--- src/rtl/vsel_pkg.sv ---
package vsel_pkg;
    typedef enum logic [1:0] {
        MODE_EVICT   = 2'd0,
        MODE_CLEANSE = 2'd1,
        MODE_HYB     = 2'd2,
        MODE_HYB_ALT = 2'd3
    } sel_mode_e;

    typedef enum logic [1:0] {
        COST_NONE = 2'd0,
        COST_LOW  = 2'd1,
        COST_MID  = 2'd2,
        COST_HIGH = 2'd3
    } wr_cost_e;
endpackage

--- src/rtl/vsel_pending.sv ---
module vsel_pending #(
    parameter int NBANK  = 64,
    parameter int BANK_W = $clog2(NBANK)
) (
    input  logic              clk,
    input  logic              rst_n,
    input  logic              enq_vld,
    input  logic [BANK_W-1:0] enq_bank,
    input  logic              done_vld,
    input  logic [BANK_W-1:0] done_bank,
    output logic [NBANK-1:0]  pend
);
    logic [NBANK-1:0] pend_d, pend_q;

    // retire applied first so a same-cycle queue to that bank leaves it set
    always_comb begin
        pend_d = pend_q;
        if (done_vld) pend_d[done_bank] = 1'b0;
        if (enq_vld)  pend_d[enq_bank]  = 1'b1;
    end

    always_ff @(posedge clk or negedge rst_n) begin
        if (!rst_n) pend_q <= '0;
        else        pend_q <= pend_d;
    end

    assign pend = pend_q;
endmodule

--- src/rtl/vsel_way_cost.sv ---
module vsel_way_cost
    import vsel_pkg::*;
#(
    parameter int NGRP   = 16,
    parameter int BPG    = 4,
    parameter int BANK_W = $clog2(NGRP*BPG)
) (
    input  logic                dirty,
    input  logic [BANK_W-1:0]   bank,
    input  logic [NGRP*BPG-1:0] pend,
    output wr_cost_e            cost
);
    localparam int BSEL_W = $clog2(BPG);
    localparam int GRP_W  = BANK_W - BSEL_W;

    logic [NGRP-1:0]  grp_any;
    logic [GRP_W-1:0] grp;

    for (genvar g = 0; g < NGRP; g++) begin : g_grp
        assign grp_any[g] = |pend[g*BPG +: BPG];
    end

    assign grp = bank[BANK_W-1:BSEL_W];

    always_comb begin
        if (!dirty)            cost = COST_NONE;
        else if (pend[bank])   cost = COST_HIGH;
        else if (grp_any[grp]) cost = COST_MID;
        else                   cost = COST_LOW;
    end
endmodule

--- src/rtl/vsel_hyb_ctr.sv ---
module vsel_hyb_ctr #(
    parameter int CTR_W = 4
) (
    input  logic             clk,
    input  logic             rst_n,
    input  logic             inc,
    input  logic             dec,
    output logic [CTR_W-1:0] ctr
);
    logic [CTR_W-1:0] ctr_d, ctr_q;

    always_comb begin
        ctr_d = ctr_q;
        if (inc && !dec && ctr_q != '1)      ctr_d = ctr_q + 1'b1;
        else if (dec && !inc && ctr_q != '0) ctr_d = ctr_q - 1'b1;
    end

    always_ff @(posedge clk or negedge rst_n) begin
        if (!rst_n) ctr_q <= '0;
        else        ctr_q <= ctr_d;
    end

    assign ctr = ctr_q;
endmodule

--- src/rtl/bank_victim_sel.sv ---
module bank_victim_sel
    import vsel_pkg::*;
#(
    parameter int WAYS   = 8,
    parameter int RANK_W = 3,
    parameter int NGRP   = 16,
    parameter int BPG    = 4,
    parameter int SUBST  = 4,
    parameter int CTR_W  = 4,
    localparam int NBANK  = NGRP * BPG,
    localparam int BANK_W = $clog2(NBANK),
    localparam int WAY_W  = $clog2(WAYS)
) (
    input  logic                     clk,
    input  logic                     rst_n,
    input  logic [1:0]               mode,
    input  logic                     req,
    input  logic [WAYS-1:0]          way_valid,
    input  logic [WAYS-1:0]          way_dirty,
    input  logic [WAYS*RANK_W-1:0]   way_rank,
    input  logic [WAYS*BANK_W-1:0]   way_bank,
    input  logic                     wr_enq,
    input  logic [BANK_W-1:0]        wr_enq_bank,
    input  logic                     wr_done,
    input  logic [BANK_W-1:0]        wr_done_bank,
    input  logic                     early_evict_miss,
    input  logic                     cleansed_redirty,
    output logic                     sel_valid,
    output logic [WAY_W-1:0]         sel_victim,
    output logic                     cln_valid,
    output logic [WAY_W-1:0]         cln_way
);
    localparam int SUB_FLOOR = WAYS - SUBST;

    typedef struct packed {
        logic             vld;
        logic [WAY_W-1:0] victim;
        logic             cln_vld;
        logic [WAY_W-1:0] cln;
    } sel_state_t;

    sel_state_t st_d, st_q;

    logic [NBANK-1:0]  pend_vec;
    logic [CTR_W-1:0]  hyb_ctr;
    logic [RANK_W-1:0] rank_a [WAYS];
    wr_cost_e          cost_a [WAYS];

    vsel_pending #(.NBANK(NBANK), .BANK_W(BANK_W)) u_pend (
        .clk(clk), .rst_n(rst_n),
        .enq_vld(wr_enq), .enq_bank(wr_enq_bank),
        .done_vld(wr_done), .done_bank(wr_done_bank),
        .pend(pend_vec)
    );

    vsel_hyb_ctr #(.CTR_W(CTR_W)) u_ctr (
        .clk(clk), .rst_n(rst_n),
        .inc(early_evict_miss), .dec(cleansed_redirty),
        .ctr(hyb_ctr)
    );

    for (genvar w = 0; w < WAYS; w++) begin : g_way
        assign rank_a[w] = way_rank[w*RANK_W +: RANK_W];
        vsel_way_cost #(.NGRP(NGRP), .BPG(BPG), .BANK_W(BANK_W)) u_cost (
            .dirty(way_dirty[w]),
            .bank(way_bank[w*BANK_W +: BANK_W]),
            .pend(pend_vec),
            .cost(cost_a[w])
        );
    end

    logic             inv_any, sub_found, cln_found, use_cln;
    logic [WAY_W-1:0] inv_idx, lru_idx, base_idx, sub_idx, cln_idx, ev_idx;

    // candidate search: invalid first, oldest rank, cheap substitutes
    always_comb begin
        inv_any = 1'b0;
        inv_idx = '0;
        for (int w = WAYS-1; w >= 0; w--) begin
            if (!way_valid[w]) begin
                inv_any = 1'b1;
                inv_idx = WAY_W'(w);
            end
        end

        lru_idx = '0;
        for (int w = 1; w < WAYS; w++) begin
            if (rank_a[w] > rank_a[lru_idx]) lru_idx = WAY_W'(w);
        end
        base_idx = inv_any ? inv_idx : lru_idx;

        sub_found = 1'b0;
        sub_idx   = '0;
        cln_found = 1'b0;
        cln_idx   = '0;
        for (int w = 0; w < WAYS; w++) begin
            if (way_valid[w] && cost_a[w] == COST_LOW && int'(rank_a[w]) >= SUB_FLOOR) begin
                if (!sub_found || rank_a[w] > rank_a[sub_idx]) begin
                    sub_found = 1'b1;
                    sub_idx   = WAY_W'(w);
                end
                if (WAY_W'(w) != base_idx && (!cln_found || rank_a[w] > rank_a[cln_idx])) begin
                    cln_found = 1'b1;
                    cln_idx   = WAY_W'(w);
                end
            end
        end

        if (inv_any)                             ev_idx = inv_idx;
        else if (way_dirty[lru_idx] && sub_found) ev_idx = sub_idx;
        else                                     ev_idx = lru_idx;

        use_cln = (mode == MODE_CLEANSE) || (mode[1] && hyb_ctr[CTR_W-1]);
    end

    always_comb begin
        st_d         = st_q;
        st_d.vld     = req;
        st_d.cln_vld = 1'b0;
        if (req) begin
            st_d.victim  = use_cln ? base_idx : ev_idx;
            st_d.cln_vld = use_cln && cln_found;
            st_d.cln     = cln_idx;
        end
    end

    always_ff @(posedge clk or negedge rst_n) begin
        if (!rst_n) st_q <= '0;
        else        st_q <= st_d;
    end

    assign sel_valid  = st_q.vld;
    assign sel_victim = st_q.victim;
    assign cln_valid  = st_q.cln_vld;
    assign cln_way    = st_q.cln;
endmodule

--- config.mk ---
export PLATFORM = sky130hd
export DESIGN_NAME = bank_victim_sel
export DESIGN_NICKNAME = d
export VERILOG_FILES = /design/src/rtl/vsel_pkg.sv /design/src/rtl/vsel_pending.sv /design/src/rtl/vsel_way_cost.sv /design/src/rtl/vsel_hyb_ctr.sv /design/src/rtl/bank_victim_sel.sv
export SDC_FILE = /design/constraint.sdc
export NUM_CORES = 1
export LEC_CHECK = 0
export BUFFER_PORTS_ARGS = -buffer_cell sky130_fd_sc_hd__clkbuf_2
export CAP_MARGIN = 20
export CORE_ASPECT_RATIO = 2
export CORE_MARGIN = 10
export CORE_UTILIZATION = 55
export DETAILED_ROUTE_END_ITERATION = 10
export PLACE_DENSITY = 0.86
export SLEW_MARGIN = 20
export SYNTH_ARGS = -nofsm -noshare
export SYNTH_HDL_FRONTEND = slang
export SYNTH_HIERARCHICAL = 1
export SYNTH_SLANG_ARGS = --single-unit
--- constraint.sdc ---
create_clock -name clk -period 9.8 [get_ports clk]
set_input_delay 0.98 -clock clk [delete_from_list [all_inputs] [get_ports clk]]
set_output_delay 0.98 -clock clk [all_outputs]
set_load 0.05 [all_outputs]
; After elaboration in Yosys (flattened, before gate mapping)
; Index checks and enable logic that the tools add are counted.
[word_totals]
regBits = 76
inputBits = 109
output_inout_bits = 8
word_cells = 401
[classes]
n_addsub = 2
n_lt_le_gt_ge = 66
eq_ne = 17
n_mux = 207
bitwise_logic = 21
n_reduce_logical = 82
[op_table]
columns = operator, count
row1 = $mux W3, 78
row2 = $bmux W3 S3, 18
row3 = $mux W64, 2
row4 = $ge A4 B4 Y1 const B, 18
row5 = $not A3 Y4, 18
row6 = $lt A6 B7 Y1 const B, 10
row7 = $and A64 B64 Y64, 1
row8 = $not A64 Y64, 1
row9 = $or A64 B64 Y64, 1
row10 = $reduce_or A4 Y1, 16
row11 = $mux W1, 63
row12 = $gt A3 B3 Y1, 19
row13 = $bmux W1 S6, 8
row14 = $mux W2, 24
row15 = $lt A4 B5 Y1 const B, 8
row16 = $bmux W1 S4, 8
row17 = $logic_and A1 B1 Y1, 32
row18 = $ge A3 B3 Y1 const B, 8
row19 = $eq A2 B1 Y1 const B, 9
row20 = $logic_not A1 Y1, 16
row21 = $logic_or A1 B1 Y1, 15
row22 = $demux W1 S6, 2
row23 = $ge A6 B1 Y1 const B, 2
row24 = $mux W4, 3
row25 = other kinds (11), 15

; Longest topological paths before layout
; Gate-level depths: netlist (run 1).
[depth]
ltp_word = 103
mapped_depth = 107

; Modules after synthesis
; Netlist (run 1), hierarchy kept.
[by_module_without_submodules]
columns = mod, instances, cells_per_inst, area_per_inst_um2, seq_area_each_um2
row1 = vsel_way_cost, 8, 91, 890.9, 0.0
row2 = bank_victim_sel, 1, 467, 3439.5, 200.2
row3 = vsel_pending, 1, 250, 2645.0, 1601.5
row4 = vsel_hyb_ctr, 1, 20, 256.5, 100.1

; Least setup slack after synthesis (run 1)
; Ideal clock, no wire load.
[synth_timing]
path_type = input to register
start = input way_rank[2]
end = register st_q (netlist bit cln_way[2])
setup_ns = 0.126
t_arrival_ns = 18.359
setup_slack_ns = -8.685
stages = 99
path_buffers = 3
path_cell_list = clkbuf_1 inv_1 ha_1 and3_1 a21oi_4 mux2_2 ha_1 a31oi_1 nand2_1 mux2_2 ha_1 nand3_1 o21ai_0 nor2_1 nand2_1 o21a_1 ha_1 a211oi_1 (+63 left out) o21ai_0 ha_1 inv_1 a21o_1 a21oi_1 a31oi_1 o21a_1 clkbuf_1 or2_2 o221ai_2 ha_1 inv_1 a21o_1 a21oi_1 a31oi_1 nor2_1 o21ai_0 o32a_1
[synth_between]
elab_chain_cells = 101
[synth_rtl]
columns = element, line_no
row1 = "start, declared", bank_victim_sel.sv:20  ; input logic [WAYS*RANK_W-1:0] way_rank,
row2 = $gt A3 B3 Y1, "bank_victim_sel.sv:88, bank_victim_sel.sv:102"
row3 = $mux W1, bank_victim_sel.sv:88  ; if (rank_a[w] > rank_a[lru_idx]) lru_idx = WAY_W'(w);
row4 = $not A3 Y4 (not written as such), bank_victim_sel.sv:88
row5 = $bmux W3 S3, bank_victim_sel.sv:88
row6 = $mux W3 (not written as such) (2 in a row), bank_victim_sel.sv:88
row7 = $gt A3 B3 Y1, bank_victim_sel.sv:88
row8 = $mux W3, bank_victim_sel.sv:88
row9 = $not A3 Y4 (not written as such), bank_victim_sel.sv:88
row10 = (+83 left out), n/a
row11 = $not A3 Y4 (not written as such), bank_victim_sel.sv:102  ; if (WAY_W'(w) != base_idx && (!cln_found || rank_a[w] > rank_a[cln_idx])) begin
row12 = $bmux W3 S3, bank_victim_sel.sv:102
row13 = $mux W3 (not written as such) (2 in a row), bank_victim_sel.sv:102
row14 = $gt A3 B3 Y1, bank_victim_sel.sv:102
row15 = $logic_or A1 B1 Y1, bank_victim_sel.sv:102
row16 = $logic_and A1 B1 Y1, bank_victim_sel.sv:102
row17 = $mux W3, bank_victim_sel.sv:102
row18 = $mux W3 *, bank_victim_sel.sv:97  ; if (way_valid[w] && cost_a[w] == COST_LOW && int'(rank_a[w]) >= SUB_FLOOR) begin
row19 = "end signal, assigned", bank_victim_sel.sv:129  ; else st_q <= st_d;
row20 = "end, declared", bank_victim_sel.sv:42  ; sel_state_t st_d, st_q;
; Mark *: on every way between the ends. The rest lies on a longest branch, timed or not. The select of a mux whose other input is x is not followed.
; A chain may end at the register's enable or synchronous reset.

; Worst setup path in the final report (run 1)
[layout_timing]
start = input way_rank[3]
end = register st_q (netlist bit cln_way[1])
; Same word-level chain as after synthesis.

==> results of run 1 <==
flip-flops by register name (all words and copies together) (netlist names):
signal,flops
sel_victim,3
u_pend/pend,64
cln_valid,1
sel_valid,1
cln_way,3
u_ctr/ctr,4
per-layer routing:
metal,vias to the layer above,wire length (um),track usage (%)
li1,6918,-,-
met1,7883,19000,37.2
met2,1468,33200,71.1
met3,732,8500,20.9
met4,6,10300,50.9
met5,-,57,0
area by class of cell:
type / count / area, um^2
diodes: 1 / 2.50
clock buffers: 9 / 225
clock inverters: 7 / 92.6
fillers: 1805 / 6110
inverters: 55 / 209
multi-input cells: 1240 / 11500
flip-flops and latches: 76 / 1900
well taps: 290 / 363
repair buffers: 546 / 3920
critical path: cells and delay by family:
family | cells | cell delay, ps
and+or+nand+nor | 19 | 2620
adders and majority gates | 13 | 2890
buffers and inverters | 10 | 770
AOI/OAI and AO/OA | 47 | 7240
muxes | 11 | 2910
kinds of logic (layout without fill, tap and decap cells):
group / Yosys count / in the layout / synth area share, %
AOI/OAI and AO/OA: 472 / 472 / 23.1
and+or+nand+nor: 451 / 451 / 19.6
muxes: 254 / 254 / 31.0
buffers and inverters: 149 / 617 / 6.34
DFF: 76 / 76 / 14.1
adders and majority gates: 60 / 60 / 5.63
xor gates and xnor gates: 3 / 3 / 0.195
other: 0 / 1 / 0
how the worst max path moves through the flow:
stage / start / end / slack, ps / cells past startpoint
2_1_floorplan: way_rank[2] / cln_way[2] / -6770 / 101
3_3_place_gp: way_rank[2] / cln_way[2] / -7070 / 95
3_5_place_dp: way_rank[1] / cln_way[0] / -7620 / 92
4_1_cts: way_rank[2] / cln_way[1] / -6800 / 98
5_1_grt: way_rank[1] / cln_way[1] / -8340 / 101
6_report: way_rank[3] / cln_way[1] / -7400 / 100
layout by cell type (no fill, tap or decap), types with 15 or more instances in the layout:
cell,netlist,routed
clkbuf_2,0,110
ha_4,0,18
nand3_2,16,18
o211ai_1,27,27
a21oi_1,61,45
dfrtp_1,76,76
inv_1,55,48
nor2_1,73,61
mux4_2,73,75
o21ai_0,163,147
a21o_1,16,16
a31oi_1,20,16
mux2_4,8,16
nor2b_1,41,39
a211oi_1,24,15
mux4_1,40,38
ha_1,59,38
nand3b_1,26,26
nor3_1,24,24
o41ai_1,40,40
nor4_1,81,80
mux2i_1,109,105
nand3_1,25,21
o21ai_1,34,39
nand2_1,62,57
buf_4,9,423
Yosys cell counts, types with 9 or more instances:
library cell,instances,area [um^2]
and2_1,15,93.8
buf_6,9,101
nand3_2,16,160
a221o_1,9,90.1
a21oi_1,61,305
buf_2,50,250
nand4b_1,9,78.8
o211ai_1,27,203
mux4_1,40,1050
nor2_1,73,274
o21a_1,10,75.1
a2111oi_0,9,78.8
mux4_2,73,1640
a21o_1,16,120
nand3b_1,26,195
o21ai_1,34,170
ha_1,59,738
o41ai_1,40,350
dfrtp_1,76,1900
buf_4,9,67.6
nand2_1,62,233
nor4_1,81,507
mux2i_1,109,1090
a31oi_1,20,125
inv_1,55,206
a221oi_1,10,87.6
clkbuf_1,10,37.5
nand3_1,25,125
nand4_1,13,81.3
a211oi_1,24,180
or4_1,9,67.6
mux2_2,22,248
nor3_1,24,120
nor2b_1,41,257
o21ai_0,163,816
timing repair:
action	4_1_cts	5_1_grt
pin swaps	38	35
setup endpoints to repair	7	7
gates resized for setup	43	72
hold buffers	0	0
setup buffers	38	16
power by group through the flow:
stage / registers, mW / logic (mW) / clock network (mW)
after global placement: 0.478 / 2.76 / 0
after CTS: 0.477 / 2.97 / 0.370
after floorplan: 0.556 / 1.53 / 0
after detailed placement: 0.482 / 2.82 / 0
after global routing: 0.492 / 3.56 / 0.379
final: 0.486 / 3.35 / 0.367
per-stage QoR:
step	hold WS, ps	instance area, um^2	worst slack, ps
2_1_floorplan	472	13800	-6770
3_3_place_gp	490	17000	-7070
3_5_place_dp	500	17000	-7620
4_1_cts	517	17800	-6800
5_1_grt	537	18200	-8340
6_report	512	18200	-7400
==> run summary, run 1 <==
Status = complete, but fails checks
Violations in the final reports = setup timing
Syn_nets = 1634
Starting density of the core = 55.4%
Sequential fraction of the synthesis area = 14.1%
DP HPWL = 50.8 mm
WP data required = 10070 ps
Critical Path Start Type = input port
Library cells used by synthesis = 89
Die Ht = 241 um
Synth Flop Type = dfrtp_1
H-tree Lvls = 3
Setup Total Neg Slack = -27950 ps
Total of max-cap violations = 0
Power per cell area = 231 nW/um^2
Core ar. = 24300 um^2
Row Count = 81
Clock buffer depth = 2
Synth Cell Area = 13500 um^2
Root Buffer Master = clkbuf_16
Max incr delay on CP = 360 ps
WL final = 71.0 mm
Share of cells above drive strength 1 = 42.5%
Logic pwr share = 79.7%
Area Overhead vs Synth = 35.2%
Initial drt markers = 2159
Die ar. = 31500 um^2
Peak supply drop = 0.000210 V
Die Wd = 131 um
Hold Path Cell Cnt = 1
Clock power share = 8.7%
Arrival time of the worst setup path = 17460 ps
Reg2reg start = u_pend/pend[54]
Post-route ant nets = 0
Least-Margin Pin Slew = 1050 ps
Net switching power figure = 2.04 mW
Vias per cell = 7.65
Final GP Congestion = 1.11
Hold-critical path endpoint = u_ctr/ctr[3]
Drt drc = 0
Via count = 17.0k
DR WL/cell = 31.9 um
Post-synthesis average cell area = 9.19 um^2
CTS tree = done
HP Start = u_ctr/ctr[3]
Leak = 7.98 nW
Pwr Total = 4.21 mW
Slew headroom = 30.3%
Fin crit share = 175%
Slowest CP cell = a221o_1
GRT overflow = 0
Clk_lat worst skew = 370 ps
Largest net degree at the start of global routing = 77
Post-layout util = 74.9%
Vias in the first global route = 17.4k
Final worst slack = -7400 ps
Initial antenna violation count = 6
Global-route wire length before repair = 104 mm
RSZ-0062 raised after global routing = true
Yosys warnings = 6
Register-to-Register Path Depth = 63
Synth Register Bits = 76
Port bufs = 116
Max Clock Skew = 19.7 ps
Critical setup path kind = in2reg
Nets = 2097
Final Max Tran Viols = 0
CTS clk-pin slew, worst paths = 80 ps
CP max FO = 6
Final Setup Violations = 7
DRT Pass-1 Iters = 7
Net Sw Frac = 48.4%
Number of synthesized flops with an enable pin = 0
Hold WC Path Type = reg2reg
Number of buffers created by CTS = 9
Fmax achieved = 58.1 MHz
CP endpoint kind = register
Clock sink total = 76
Flop pwr share = 11.6%
Final hold vios = 0
Non-filler cells, final = 2224
Top Ports = 117
GRT Total Usage = 44.7%
RR Endpoint = sel_victim[2]
Placed insts = 2153
Minimum clock period = 17200 ps
Post-Synthesis Cells = 1465
Internal = 2.17 mW
Worst R2R Setup Slack = -1720 ps
Post-synth ARST share = 100%
Power figures use the tool's default switching activity.
==> run 2: changes to the inputs <==
CORE_UTILIZATION = 45   (was 55)
GPL_TIMING_DRIVEN = 0   (was unset)
PLACE_DENSITY = 0.77   (was 0.86)
SYNTH_HIERARCHICAL = unset   (was 1)
==> run summary, run 2 <==
Status = complete, but fails checks
Violations in the final reports = setup timing
Yosys top cell area share = 24.0% (+9.9 points)
Port bufs = 90 (-22%)
Final Setup Violations = 7 (unchanged)
Number of buffers created by CTS = 9 (unchanged)
Synth Register Bits = 76 (unchanged)
Sequential fraction of the synthesis area = 24.0% (+9.9 points)
Root Buffer Master = clkbuf_16
GRT overflow = 0 (unchanged)
DR WL/cell = 28.9 um (-9.5%)
Final worst slack = -9820 ps (-2430 ps)
Critical setup path kind = in2reg
Row Count = 68 (-16%)
Arrival time of the worst setup path = 19840 ps (+2380 ps)
CP max FO = 5 (-1)
Synth area leaders = dfrtp_1, o21ai_0, mux4_2
Top cells by count, synth = o21ai_0, dfrtp_1, ha_1
CP endpoint kind = register
Clk_lat worst skew = 330 ps (-40 ps)
Final Max Tran Viols = 0 (unchanged)
Max Clock Skew = 6.20 ps (-13.5 ps)
Peak supply drop = 0.000212 V (+0.89%)
Post-route ant nets = 0 (unchanged)
Reg2reg start = u_pend.pend[43]
Nets = 1301 (-38%)
Area Overhead vs Synth = 46.6%
Critical Path Sink = cln_way[0]
Largest net degree at the start of global routing = 55 (-29%)
Post-synthesis average cell area = 9.22 um^2 (+0.27%)
WP data required = 10020 ps (-50 ps)
Post-Synthesis Cells = 858 (-41%)
Synth Flop Type = dfrtp_1
Reg area = 1900 um^2 (unchanged)
Drt drc = 0 (unchanged)
Power per cell area = 320 nW/um^2 (+39%)
Placed inst area = 9130 um^2 (-46%)
Least-Margin Pin Slew = 979 ps (-66.8 ps)
CTS clk-pin slew, worst paths = 60 ps (-20 ps)
Clock sink total = 76 (unchanged)
Final hold vios = 0 (unchanged)
Vias per cell = 7.12 (-6.9%)
Hold WC Path Type = reg2reg
Number of synthesized flops with an enable pin = 0 (unchanged)
Initial antenna violation count = 3 (-3)
Leak = 4.85 nW (-39%)
Commonest non-fill, non-tap cells in the layout = buf_4, o21ai_0, clkbuf_2
Slew headroom = 34.7% (+4.5 points)
H-tree Lvls = 3 (unchanged)
Post-synth ARST share = 100% (unchanged)
Synth area leader = dfrtp_1
Cts hold-fix bufs = 0 (unchanged)
CTS tree = done
Share of cells above drive strength 1 = 47.2% (+4.7 points)
Worst R2R Setup Slack = -2040 ps (-320 ps)
Die Ht = 207 um (-14%)
Initial drt markers = 1067 (-51%)
Fmax achieved = 51.0 MHz (-12%)
HP Start = cln_way[1]
Die Wd = 114 um (-13%)
Library cells used by synthesis = 92 (+3.4%)
Slowest CP cell = o22ai_1
Top Ports = 117 (unchanged)
Max incr delay on CP = 540 ps (+180 ps)
DP HPWL = 23.5 mm (-54%)
Number of fill cells = 1227 (-32%)
Max FFs per register = 64 (unchanged)
Vias in the first global route = 9895 (-43%)
Starting density of the core = 45.8% (-9.6 points)
Setup slack at placement = -11070 ps (-3450 ps)
Clock buffer depth = 2 (unchanged)
Minimum clock period = 19620 ps (+2430 ps)
RR Endpoint = cln_way[0]
DRT Pass-1 Iters = 11 (+4)
Global-route wire length before repair = 54.3 mm (-48%)
Total of max-cap violations = 0 (unchanged)
GRT Total Usage = 29.4% (-15 points)
Die ar. = 23600 um^2 (-25%)
Start point of the critical path = way_rank[2]
Register-to-Register Path Depth = 58 (-7.9%)
RSZ-0062 raised after global routing = true
Most frequent CP cell = buf_4
Core ar. = 17300 um^2 (-29%)
Top-count cell post-synth = o21ai_0
Most common cell after layout, fill and taps aside = buf_4
Yosys warnings = 0 (-6)
Critical Path Start Type = input port
Fin crit share = 200% (+25 points)
Syn_nets = 1027 (-37%)
Via count = 9600 (-44%)
Final GP Congestion = 0.996 (-10%)
Synth Cell Area = 7910 um^2 (-41%)
Footprint of the multi-input gates = 6900 um^2 (-40%)
WL final = 39.0 mm (-45%)
Final instance area = 11600 um^2 (-36%)
-- run 2: power by group --
part           switching [mW]  internal [mW]  leakage, nW
Sequential             0.0712          0.380        0.960
Combinational            1.60           1.33         3.75
Clock                   0.130          0.196        0.142
Total                    1.80           1.91         4.85
-- run 2: timing repair --
| action | CTS | global route |
|---|---|---|
| setup endpoints to repair | 7 | 7 |
| buffers inserted | 147 | 29 |
| gates resized for setup | 92 | 59 |
| pin swaps | 100 | 34 |
-- run 2: area by class of cell --
class / instances / area share (%)
Clock buffer: 9 / 1.94
Timing Repair Buffer: 265 / 15.9
Clock inverter: 6 / 0.561
Antenna cell: 3 / 0.0648
Tap cell: 210 / 2.27
Sequential cell: 76 / 16.4
Inverter: 39 / 1.37
Buffer: 23 / 1.95
Multi-Input combinational cell: 718 / 59.6
-- run 2: worst min-delay path by stage --
stage	to	cells after the start
floorplan	u_ctr.ctr[3]	1
global placement	cln_way[1]	1
detailed placement	cln_way[1]	1
CTS	cln_way[1]	1
global route	cln_way[2]	1
finish	cln_way[1]	1
-- run 2: metal layers --
layer  vias up  part of all wire [%]  track usage (%)
met1      4516                    28             27.5
li1       3938                     -                -
met3       360                    11             6.77
met5         -                     0                0
met2       786                    50             51.8
met4         0                    11             24.3
-- run 2: critical path, delay by kind of cell --
family / cells / cell delay, ps
buf+inv: 34 / 4210
mux: 4 / 920
fa+ha+maj: 10 / 2760
simple gates: 19 / 2620
compound gates: 46 / 8260
-- run 2: metrics by stage --
stage                     hold slack, ps  power [mW]  instances  util, %  TNS (ps)
final                                511        3.71       1349     67.1    -36570
after global routing                 544        3.87       1347     67.1    -40090
after CTS                            517        3.31       1319     63.9    -29010
after detailed placement             503        2.35       1159     52.8    -41810
after global placement               501        2.31       1158     52.7    -40550
after floorplan                      491        1.90        858        -    -27410
-- run 2: cell families (layout without fill, tap and decap cells) --
logic type / after synthesis / after routing / share of synthesized area (%)
mux: 70 / 70 / 15.0
simple gates: 237 / 237 / 18.1
buf+inv: 64 / 342 / 3.31
fa+ha+maj: 60 / 60 / 9.59
compound gates: 348 / 348 / 29.7
xor+xnor: 3 / 3 / 0.332
other cells: 0 / 3 / 0
flops: 76 / 76 / 24.0
